**src/rtl/lane_steer_pkg.sv**
```systemverilog
package lane_steer_pkg;

  typedef enum logic [2:0] {
    ACC_NONE = 3'd0,
    ACC_EVEN = 3'd1,
    ACC_ODD  = 3'd2,
    ACC_HIGH = 3'd3,
    ACC_WORD = 3'd4
  } acc_e;

  // Access shape from the enable pattern and address bit zero.
  function automatic acc_e decode_acc(input logic ce_lo_n, input logic ce_hi_n,
                                      input logic a0);
    acc_e r;
    case ({ce_lo_n, ce_hi_n})
      2'b00:   r = ACC_WORD;
      2'b01:   r = a0 ? ACC_ODD : ACC_EVEN;
      2'b10:   r = ACC_HIGH;
      default: r = ACC_NONE;
    endcase
    return r;
  endfunction

  // Byte write mask, bit 0 is the low byte.
  function automatic logic [1:0] acc_mask(input acc_e acc);
    logic [1:0] m;
    case (acc)
      ACC_EVEN: m = 2'b01;
      ACC_ODD:  m = 2'b10;
      ACC_HIGH: m = 2'b10;
      ACC_WORD: m = 2'b11;
      default:  m = 2'b00;
    endcase
    return m;
  endfunction

  // True when the host data for the high byte arrives on the low lane.
  function automatic logic acc_swapped(input acc_e acc);
    return acc == ACC_ODD;
  endfunction

endpackage

```
**src/rtl/lane_steer_decode.sv**
```systemverilog
module lane_steer_decode
  import lane_steer_pkg::*;
(
  input  logic ce_lo_n,
  input  logic ce_hi_n,
  input  logic oe_n,
  input  logic we_n,
  input  logic a0,
  output acc_e acc,
  output logic rd_lo,
  output logic rd_hi,
  output logic wr_cond
);
  logic any_ce;
  logic rd_ok;

  always_comb begin
    acc     = decode_acc(ce_lo_n, ce_hi_n, a0);
    any_ce  = !ce_lo_n || !ce_hi_n;
    rd_ok   = !oe_n && we_n;
    rd_lo   = rd_ok && !ce_lo_n;
    rd_hi   = rd_ok && !ce_hi_n;
    wr_cond = any_ce && !we_n && oe_n;
  end
endmodule

```
**src/rtl/lane_steer_rdpath.sv**
```systemverilog
module lane_steer_rdpath
  import lane_steer_pkg::*;
#(
  parameter int BYTE_W = 8,
  localparam int WORD_W = 2 * BYTE_W
) (
  input  acc_e              acc,
  input  logic [WORD_W-1:0] arr_rdata,
  output logic [WORD_W-1:0] dq_out
);
  for (genvar g = 0; g < 2; g++) begin : g_lane
    if (g == 0) begin : g_lo
      // Low lane carries the high byte for an odd-byte access.
      assign dq_out[BYTE_W-1:0] = acc_swapped(acc) ? arr_rdata[WORD_W-1:BYTE_W]
                                                   : arr_rdata[BYTE_W-1:0];
    end else begin : g_hi
      assign dq_out[WORD_W-1:BYTE_W] = arr_rdata[WORD_W-1:BYTE_W];
    end
  end
endmodule

```
**src/rtl/lane_steer_wrcap.sv**
```systemverilog
module lane_steer_wrcap
  import lane_steer_pkg::*;
#(
  parameter int BYTE_W = 8,
  localparam int WORD_W = 2 * BYTE_W
) (
  input  logic              clk,
  input  logic              rst_n,
  input  logic              wr_cond,
  input  acc_e              acc,
  input  logic [WORD_W-1:0] dq_in,
  output logic              wr_start,
  output logic              wr_end,
  output logic              arr_wr,
  output logic [1:0]        arr_wbe,
  output logic [WORD_W-1:0] arr_wdata
);
  logic              act_q;
  acc_e              acc_q;
  logic [WORD_W-1:0] raw_q;
  logic [WORD_W-1:0] steer_d;
  logic [1:0]        mask_d;

  assign wr_start = wr_cond && !act_q;
  assign wr_end   = act_q && !wr_cond;

  always_comb begin
    mask_d  = acc_mask(acc_q);
    steer_d = '0;
    case (acc_q)
      ACC_EVEN: steer_d[BYTE_W-1:0]      = raw_q[BYTE_W-1:0];
      ACC_ODD:  steer_d[WORD_W-1:BYTE_W] = raw_q[BYTE_W-1:0];
      ACC_HIGH: steer_d[WORD_W-1:BYTE_W] = raw_q[WORD_W-1:BYTE_W];
      ACC_WORD: steer_d                  = raw_q;
      default:  steer_d                  = '0;
    endcase
  end

  always_ff @(posedge clk or negedge rst_n) begin
    if (!rst_n) begin
      act_q     <= 1'b0;
      acc_q     <= ACC_NONE;
      raw_q     <= '0;
      arr_wr    <= 1'b0;
      arr_wbe   <= '0;
      arr_wdata <= '0;
    end else begin
      act_q  <= wr_cond;
      if (wr_start) acc_q <= acc;
      if (wr_cond)  raw_q <= dq_in;
      arr_wr    <= wr_end;
      arr_wbe   <= wr_end ? mask_d  : 2'b00;
      arr_wdata <= wr_end ? steer_d : '0;
    end
  end
endmodule

```
**src/rtl/lane_steer.sv**
```systemverilog
module lane_steer
  import lane_steer_pkg::*;
#(
  parameter int BYTE_W = 8,
  localparam int WORD_W = 2 * BYTE_W
) (
  input  logic              clk,
  input  logic              rst_n,
  input  logic              ce_lo_n,
  input  logic              ce_hi_n,
  input  logic              oe_n,
  input  logic              we_n,
  input  logic              a0,
  input  logic [WORD_W-1:0] host_dq_in,
  output logic [WORD_W-1:0] host_dq_out,
  output logic              lane_oe_lo,
  output logic              lane_oe_hi,
  input  logic [WORD_W-1:0] arr_rdata,
  output logic              arr_rd,
  output logic              arr_wr,
  output logic [1:0]        arr_wbe,
  output logic [WORD_W-1:0] arr_wdata
);
  acc_e acc;
  logic rd_lo, rd_hi, wr_cond, wr_start, wr_end;

  lane_steer_decode u_dec (
    .ce_lo_n(ce_lo_n), .ce_hi_n(ce_hi_n), .oe_n(oe_n), .we_n(we_n), .a0(a0),
    .acc(acc), .rd_lo(rd_lo), .rd_hi(rd_hi), .wr_cond(wr_cond)
  );

  lane_steer_rdpath #(.BYTE_W(BYTE_W)) u_rd (
    .acc(acc), .arr_rdata(arr_rdata), .dq_out(host_dq_out)
  );

  lane_steer_wrcap #(.BYTE_W(BYTE_W)) u_wr (
    .clk(clk), .rst_n(rst_n), .wr_cond(wr_cond), .acc(acc), .dq_in(host_dq_in),
    .wr_start(wr_start), .wr_end(wr_end), .arr_wr(arr_wr), .arr_wbe(arr_wbe),
    .arr_wdata(arr_wdata)
  );

  assign lane_oe_lo = rd_lo;
  assign lane_oe_hi = rd_hi;
  assign arr_rd     = rd_lo || rd_hi;
endmodule

```
**config.mk**
```make
export PLATFORM = sky130hd
export DESIGN_NAME = lane_steer
export DESIGN_NICKNAME = d
export VERILOG_FILES = /design/src/rtl/lane_steer_pkg.sv /design/src/rtl/lane_steer_decode.sv /design/src/rtl/lane_steer_rdpath.sv /design/src/rtl/lane_steer_wrcap.sv /design/src/rtl/lane_steer.sv
export SDC_FILE = /design/constraint.sdc
export NUM_CORES = 1
export LEC_CHECK = 0
export BUFFER_PORTS_ARGS = -buffer_cell sky130_fd_sc_hd__buf_2
export CORE_ASPECT_RATIO = 1.75
export CORE_MARGIN = 3
export CORE_UTILIZATION = 30
export DETAILED_ROUTE_END_ITERATION = 10
export GPL_TIMING_DRIVEN = 0
export PLACE_DENSITY_LB_ADDON = 0.15
export SLEW_MARGIN = 25
export SYNTH_ARGS = -nofsm -noshare
export SYNTH_HDL_FRONTEND = slang
export SYNTH_HIERARCHICAL = 1
export SYNTH_SLANG_ARGS = --single-unit
```
**constraint.sdc**
```tcl
create_clock -name clk -period 1.52 [get_ports clk]
set_input_delay 0.152 -clock clk [delete_from_list [all_inputs] [get_ports clk]]
set_output_delay 0.152 -clock clk [all_outputs]
set_load 0.005 [all_outputs]
```
== Word-level counts from Yosys, hierarchy flattened ==
Index checks and enable logic that the tools add are counted.
Storage, ports and cells
  logic and storage cells: 40
  input bits: 39
  output and inout bits: 38
  flip-flop bits (word level): 39
Operators by class
  equality and inequality tests: 7
  reductions and logical operators: 19
  mux-type cells: 8
Operators by type and width (number)
  $mux W16: 1
  $mux W8: 2
  $pmux W8 S2: 1
  $eq A3 B2 Y1 const B: 3
  $pmux W3 S3: 1
  $logic_and A1 B1 Y1: 7
  $logic_not A1 Y1: 6
  $pmux W2 S3: 1
  $reduce_or A2 Y1: 3
  $mux W2: 2
  $eq A3 B1 Y1 const B: 1
  $eq A3 B3 Y1 const B: 1
  $eq A2 B1 Y1 const B: 1
  $eq A2 B2 Y1 const B: 1
  $logic_not A2 Y1: 1
  $logic_or A1 B1 Y1: 2

== Logic depth before layout (Yosys ltp) ==
Gate-level depths: netlist of run 1.
  word-level depth: 7
  gate-level depth with buffers: 6
  depth with buffers taken out: 5

== Cells and area by module ==
Netlist of run 1, hierarchy kept.
By module, submodules not included
  lane_steer_wrcap: instances 1, seq. area each 975.9 um^2, area each 1460.2 um^2, cells each 93
  lane_steer_rdpath: instances 1, seq. area each 0.0 um^2, area each 168.9 um^2, cells each 17
  lane_steer_decode: instances 1, seq. area each 0.0 um^2, area each 55.1 um^2, cells each 11
  lane_steer: instances 1, seq. area each 0.0 um^2, area each 6.3 um^2, cells each 1

== Least setup slack after synthesis of run 1 ==
No wires, ideal clock.
  kind: input to register
  start point: in oe_n
  end point: reg u_wr.acc_q[0]
  arrival time: 1197 ps
  path slack: 198 ps
  buffers on the path: 1
  cell stages on the path: 5
  library setup time: 125 ps
  required time: 1395 ps
  cell sequence: inv_1 a211oi_1 buf_2 nor2b_1 mux2_2
On the way
  cells in the longest elaborated chain, start to end: 2
RTL lines
  start: declaration: RTL line lane_steer.sv:11  | input logic oe_n,
  $logic_and A1 B1 Y1: RTL line lane_steer_decode.sv:23  | wr_cond = any_ce && !we_n && oe_n;
  net wr_cond: RTL line lane_steer.sv:25  | logic rd_lo, rd_hi, wr_cond, wr_start, wr_end;
  $logic_and A1 B1 Y1: RTL line lane_steer_wrcap.sv:24  | assign wr_start = wr_cond && !act_q;
  net wr_start: RTL line lane_steer.sv:25
  end signal: assignment: RTL line lane_steer_wrcap.sv:42  | acc_q <= ACC_NONE;
  end signal: assignment: RTL line lane_steer_wrcap.sv:49  | if (wr_start) acc_q <= acc;
  end: declaration: RTL line lane_steer_wrcap.sv:19  | acc_e acc_q;
The timed path passes the listed nets, and every way through them passes these cells.
A chain may end at the register's enable or synchronous reset.

== Final worst setup path of run 1 ==
  start point: in ce_lo_n
  end point: out host_dq_out[4]
On the way
  cells in the longest elaborated chain, start to end: 4
  elaborated cells on any way between the ends: 6
  those cells by class: eq/ne: 3; mux: 2; reduce/logical: 1
RTL lines
  start: declaration: RTL line lane_steer.sv:9  | input logic ce_lo_n,
  $eq A2 B2 Y1, or another cell as far along: RTL line lane_steer_pkg.sv:15  | case ({ce_lo_n, ce_hi_n})
  $pmux W3 S3 *: RTL line lane_steer_pkg.sv:15
  net acc[0]: RTL line lane_steer.sv:24  | acc_e acc;
  $eq A3 B2 Y1 *: RTL line lane_steer_pkg.sv:39  | return acc == ACC_ODD;
  $mux W8 *: RTL line lane_steer_rdpath.sv:14  | assign dq_out[BYTE_W-1:0] = acc_swapped(acc) ? arr_rdata[WORD_W-1:BYTE_W]
  end: declaration: RTL line lane_steer.sv:15  | output logic [WORD_W-1:0] host_dq_out,
Mark *: on every way through the listed nets, which the timed path passes. The rest lies on a longest branch.

==> metrics.md, run 1 <==
| Metric | Value |
|---|---|
| Status | complete, no violations |
| Fin util | 0.4632 |
| R2r endpoint | u_wr/arr_wdata[14] |
| Vias in the first global route | 1335 |
| Fin. Hold Viols | 0 |
| Worst Setup EP | host_dq_out[4] |
| Main combinational cell family by area after synthesis | multiplexers |
| CTS Sinks | 39 |
| Initial antenna violation count | 0 |
| Share of cells above drive strength 1 | 0.6462 |
| IO Port Bufs | 76 |
| Core Footprint | 5343 sq um |
| Flops & latches, synth | 39 |
| Ant. Diodes | 0 |
| Clk_skew | 0.004315 ns |
| R2r setup slk | 0.06 ns |
| TritonRoute pass-1 iters | 4 |
| DR WL/cell | 13.77 microns |
| Post-route ant nets | 0 |
| Max Cap Viol | 0 |
| Routability Congestion | 0.7179 |
| DRC | 0 |
| Initial cell density of the core | 0.3164 |
| Leak Pwr | around 1.3 nW |
| DP Wirelength | a little under 3 mm |
| Die Y | 105.3 microns |
| Post-Synth XOR/XNOR Area | 0.005181 |
| Fraction of synthesized area in multiplexers | 0.1799 |
| Rel. slew slack | 0.4366 |
| Cells on worst reg2reg path | 4 |
| Placed cells | 272 |
| Commonest cells after routing, fill and taps aside | 68 x buf_2, 39 x dfrtp_1, 19 x mux2_2 |
| Final Setup Violations | 0 |
| Largest net degree at the start of global routing | 40 |
| # H-tree levels | 2 |
| TritonCTS clock tree | done |
| Setup crit end kind | output port |
| Commonest non-fill, non-tap cell in the layout | buf_2 |
| Worst-margin pin slew | ~0.85 ns |
| Layout area overhead | 46.41% |
| Critical Path Start Type | input pin |
| Vias per inst | 4.430 |
| Syn Nets | 161 |
| Final Cycle Share | 0.9981 |
| Die Span X | 62.74 microns |
| Clock Latency Late Sink | 0.29 ns |
| Post-synthesis sequential area ratio | 0.5774 |
| Routed WL | 3.938 mm |
| Simple-gate share of the synthesized area | 0.1162 |
| Adder-Cell Fraction of Synth Area | 0 |
| RSZ-0062 raised after global routing | yes |
| Dpl cell area | 2163 sq um |
| Fin cells | about 290 |
| Vias | 1267 |
| Synthesized area | 1690 sq um |
| Crit path DAT | 1.37 ns |
| Max Freq | 0.6591 GHz |
| All-Layer GR Usage | 0.1220 |
| Crit Path Max Fanout | 8 |
| Peak supply drop | 0.3770 mV |
| Setup TNS | 0 ns |
| P per Cell Area | around 1100 nW/um^2 |
| Design Area, Final | 2475 sq um |
| Syn Area/Cell | approximately 14 sq um |
| WS Path Type | in -> out |
| Hold_ws | 0.03462 ns |
| First-pass GRT wire length | approximately 6.3 mm |
| Number of synthesis warnings | 6 |
| Compound-Gate Fraction of Synth Area | 0.06662 |
| DRT iter0 DRCs | 36 |
| Gr ovfl total | 0 |
| R2r startpoint | u_wr/acc_q[0] |
| Largest buffer count on any clock path | 2 |
| Fillers | ~520 |
| Io pins | 77 |
| Fin. max-slew vios | 0 |
| Clk slew on worst S/H paths | 0.08 ns |
| Req. time, crit path | 1.37 ns |
| Hold Path Class | in -> reg |
| Distinct cell type count after synthesis | 25 |
| Nets | 250 |
| Synth Instances | 122 |
| Crit path launch | ce_lo_n |
| CTS buffer count | 5 |
| Fin crit period | 1.517 ns |
| Die ar. | about 6600 sq um |
| Root Buffer | clkbuf_8 |
| Placement Rows | 35 |
-- worst min path at each step --
stage                     cells past startpoint  slack, ns   from                end
after global routing                          2       0.03   we_n         u_wr/act_q
after CTS                                     2       0.02   we_n         u_wr/act_q
after global placement                        1       0.29  rst_n  u_wr/arr_wdata[6]
final                                         2       0.03   we_n         u_wr/act_q
after floorplan                               0      -0.14  rst_n      u_wr/acc_q[0]
after detailed placement                      1       0.31  rst_n  u_wr/arr_wdata[5]
-- synth_stat cells (all sizes together) --
master / count / area share
or3b: 1 / 0.0067
nor2b: 1 / 0.0037
a22o: 7 / 0.036
buf: 11 / 0.048
and2: 8 / 0.030
inv: 3 / 0.0067
o21a: 1 / 0.0044
or2: 1 / 0.0037
nor2: 3 / 0.0067
nor3b: 1 / 0.011
nor3: 3 / 0.022
xnor2: 1 / 0.0052
a211oi: 1 / 0.0044
a21oi: 3 / 0.016
nand2b: 6 / 0.024
nand2: 2 / 0.0044
nand3b: 1 / 0.0044
o21ai: 2 / 0.0059
mux2: 27 / 0.18
dfrtp: 39 / 0.58
-- timing repair --
action	in CTS	in global routing
buffers inserted	5	0
hold buffers	1	0
gates cloned	0	0
gates resized for setup	17	11
setup endpoints to repair	8	8
pin swaps	2	2
hold endpoints to repair	30	0
-- worst max-delay path, stage by stage --
cell and delay [ns]:
buf_8 0.10, buf_4 0.13, nand2b_4 0.09, o21ai_4 0.07, nor3b_4 0.23, buf_12 0.17, mux2_4 0.31, buf_6 0.12
-- metrics by stage --
| stage | power [mW] | setup slack, ns |
|---|---|---|
| final | 2.606 | 0.002843 |
| after floorplan | 1.490 | 0.1978 |
| after CTS | 2.617 | 0.01044 |
| after detailed placement | 1.674 | -0.2447 |
| after global placement | 1.651 | -0.1460 |
| after global routing | 2.729 | -0.06960 |
-- flip-flops by register name, indices dropped and copies added (netlist names) --
signal          cells
u_wr/arr_wbe        2
u_wr/arr_wr         1
u_wr/act_q          1
u_wr/arr_wdata     16
u_wr/raw_q         16
u_wr/acc_q          3
-- where the power goes --
part | switching [mW] | total, mW | leakage, nW | internal (mW)
Combinational | 0.202 | 0.496 | 0.716 | 0.294
Clock | 0.354 | 0.886 | 0.0612 | 0.531
Sequential | 0.0724 | 1.22 | 0.503 | 1.15
-- kinds of logic (layout without fill, tap and decap cells) --
family / after synthesis / in the layout
and+or+nand+nor: 27 / 27
muxes: 27 / 27
xor gates and xnor gates: 1 / 1
buffers and inverters: 14 / 104
DFF: 39 / 39
AOI/OAI and AO/OA: 14 / 14
-- routing by layer --
metal / part of all wire / GRT usage / vias up
met4: 0.016 / 0.04739 / 0
met2: 0.56 / 0.2315 / 45
met5: 0 / 0 / -
met3: 0.055 / 0.02878 / 5
li1: - / - / 589
met1: 0.37 / 0.1262 / 628
-- layout make-up --
cell class | instances | area, sq um | share of cell area
buffer | 11 | 81.33 | 0.03286
clock buffer | 6 | 82.58 | 0.03337
clock inverter | 2 | 35.03 | 0.01416
tap | 74 | 92.59 | 0.03741
sequential | 39 | 975.9 | 0.3943
timing repair buffer | 82 | 506.7 | 0.2048
inverter | 3 | 11.26 | 0.004550
multi-input combinational | 69 | 689.4 | 0.2786
(Power assumes the default switching activity.)
==> run 2: changes to the inputs <==
- CORE_MARGIN: 3 -> default
==> metrics.md, run 2 (synthesis gave the netlist of run 1 again) <==
| Metric | Value |
|---|---|
| Status | finished, violations left |
| Failing checks | hold timing |
| First-pass GRT wire length | 6.030 mm (-4.1%) |
| Commonest non-fill, non-tap cell in the layout | buf_2 |
| Routed WL | 3.824 mm (-2.9%) |
| Root Buffer | clkbuf_8 |
| CTS Sinks | 39 (unchanged) |
| RSZ-0062 raised after global routing | yes |
| DR WL/cell | 13.46 microns (-2.2%) |
| Max Cap Viol | 0 (unchanged) |
| Crit Path Max Fanout | 8 (unchanged) |
| Clock Latency Late Sink | 0.28 ns (about the same) |
| Fillers | 536 (+2.9%) |
| Slowest cell on crit path | mux2_4 |
| Placement Rows | 35 (unchanged) |
| Final Setup Violations | 0 (unchanged) |
| Reg power frac | 0.520 (+0.050) |
| Crit path DAT | 1.36 ns (about the same) |
| Fin cells | 284 (-0.70%) |
| Largest buffer count on any clock path | 2 (unchanged) |
| # H-tree levels | 2 (unchanged) |
| Critical Path Start Type | input pin |
| WS Path Type | in -> out |
| Post-route ant nets | 0 (unchanged) |
| Vias per inst | 4.335 (-2.2%) |
| Nets | 248 (-0.80%) |
| Final Cycle Share | 0.9966 (-0.001544) |
| Placed cells | 272 (unchanged) |
| DRT met1 WL | 1.375 mm (-5.1%) |
| Ant. Diodes | 0 (unchanged) |
| TritonRoute pass-1 iters | 3 (-1) |
| TritonCTS clock tree | done |
| Hold_ws | -0.02202 ns (-0.05663 ns) |
| Io pins | 77 (unchanged) |
| P_sw | 602.7 uW (-4.2%) |
| Hold-fix buffers, CTS | 0 (-1) |
| R2r startpoint | u_wr/acc_q[0] |
| P per Cell Area | 986.3 nW/um^2 (-6.3%) |
| Dpl ws | -0.2016 ns (+0.04316 ns) |
| Int Power | 1.756 mW (-11%) |
| Layout area overhead | 41.45% |
| DRT iter0 DRCs | 19 (-47%) |
| Max Freq | 0.6601 GHz (+0.16%) |
| Top Registers | u_wr/arr_wdata: 16 flops, u_wr/raw_q: 16 flops, u_wr/acc_q: 3 flops |
| Die Span X | 58.74 microns (-6.4%) |
| DP Wirelength | 2.685 mm (-7.8%) |
| Sw Share | 0.2556 (+0.01423) |
| CP max stage delay | 0.31 ns (about the same) |
| Met3 routed WL | 201 microns (-7.4%) |
| Core Footprint | 5343 sq um (unchanged) |
| Peak supply drop | 0.3835 mV (+1.7%) |
| Rel. slew slack | 0.4331 (-0.003516) |
| Hold Path Class | in -> async |
| Initial cell density of the core | 0.3164 (unchanged) |
| CTS buffer count | 5 (unchanged) |
| Commonest cells after routing, fill and taps aside | 71 x buf_2, 39 x dfrtp_1, 19 x mux2_2 |
| Fin. max-slew vios | 0 (unchanged) |
| Setup crit end kind | output port |
| Leak Pwr | 1.243 nW (-2.9%) |
| Req. time, crit path | 1.37 ns (about the same) |
| Crit path launch | ce_lo_n |
| Initial antenna violation count | 0 (unchanged) |
| IO Port Bufs | 76 (unchanged) |
| Fin crit period | 1.515 ns (-0.002347 ns) |
| Die ar. | 5950 sq um (-9.9%) |
| Critical-path cell list | buf_8, nand2b_4, o21ai_2, nor3b_4, buf_12, mux2_4, buf_6 |
| Gr ovfl total | 0 (unchanged) |
| Vias in the first global route | 1264 (-5.3%) |
| Vias | 1231 (-2.8%) |
| Share of cells above drive strength 1 | 0.6381 (-0.008131) |
| Fin. Hold Viols | 39 (+39) |
| Multi-input combinational cell area | 681.9 sq um (-1.1%) |
| Die Y | 101.3 microns (-3.8%) |
| Combinational Power Share | 0.203 (+0.013) |
| DR WL met2 | 2.125 mm (-3.8%) |
| Clk slew on worst S/H paths | 0.07 ns (about the same) |
| Largest net degree at the start of global routing | 40 (unchanged) |
| Fin util | 0.4475 (-0.01569) |
| All-Layer GR Usage | 0.1383 (+0.01626) |
| Worst-margin pin slew | 0.8503 ns (+0.005274 ns) |
| Routability Congestion | 0.6876 (-4.2%) |
| Power share of the clock group | 0.277 (-0.063) |
| Clk_skew | 0.003952 ns (-0.0003634 ns) |
| Max layer used | met4 |
| Register area | 975.9 sq um (unchanged) |
| Worst setup margin | 0.005190 ns (+0.002347 ns) |
| DRC | 0 (unchanged) |
run 2: final cells by class:
class                   count  area share
repair buffers             80      0.1952
well taps                  74     0.03872
clock inverters             1    0.002093
flip-flops and latches     39      0.4082
multi-input cells          69      0.2852
inverters                   3    0.004710
clock buffers               7     0.03192
plain buffers              11     0.03401
run 2: per-layer routing:
layer | vias to the layer above | GRT usage
li1 | 587 | -
met5 | - | 0
met2 | 50 | 0.2517
met3 | 13 | 0.03704
met1 | 581 | 0.1403
met4 | 0 | 0.06960
run 2: worst max-delay path, delay by kind of cell:
| kind | cells | cell delay (ns) |
|---|---|---|
| multiplexers | 1 | 0.31 |
| AND/OR/NAND/NOR | 2 | 0.38 |
| buffers and inverters | 3 | 0.39 |
| AO/OA/AOI/OAI | 1 | 0.13 |
run 2: final timing paths:
| kind | end | slack [ns] | cells after the start |
|---|---|---|---|
| worst max-delay path | host_dq_out[0] | 0.005 | 7 |
| worst min-delay path | u_wr/arr_wdata[7] | -0.02 | 1 |
| worst max register to register | u_wr/arr_wdata[9] | 0.08 | 4 |
| worst min register to register | u_wr/arr_wdata[6] | 0.50 | 1 |
| max in group asynchronous | u_wr/acc_q[0] | 1.01 | 1 |
| min in group clk | u_wr/act_q | 0.05 | 2 |
run 2: through the flow:
stage	power (mW)	setup TNS, ns	instance area [sq um]
after floorplan	1.490	0	1690
after global placement	1.650	-3.194	2163
after detailed placement	1.671	-4.479	2163
after CTS	2.378	0	2347
after global routing	2.481	-0.1381	2391
final	2.358	0	2391
run 2: what timing repair did:
item / 4_1_cts / 5_1_grt
pin swaps: 2 / 1
setup buffers: 2 / 2
setup endpoints to repair: 8 / 8
resized for setup: 17 / 6
gates cloned: 0 / 0
run 2: power by group through the flow:
stage          clock network (mW)  registers (mW)  logic, mW
3_5_place_dp                    0            1.25      0.423
3_3_place_gp                    0            1.24      0.408
4_1_cts                     0.684            1.23      0.466
2_1_floorplan                   0            1.23      0.259
6_report                    0.653            1.23      0.479
5_1_grt                     0.712            1.25      0.523
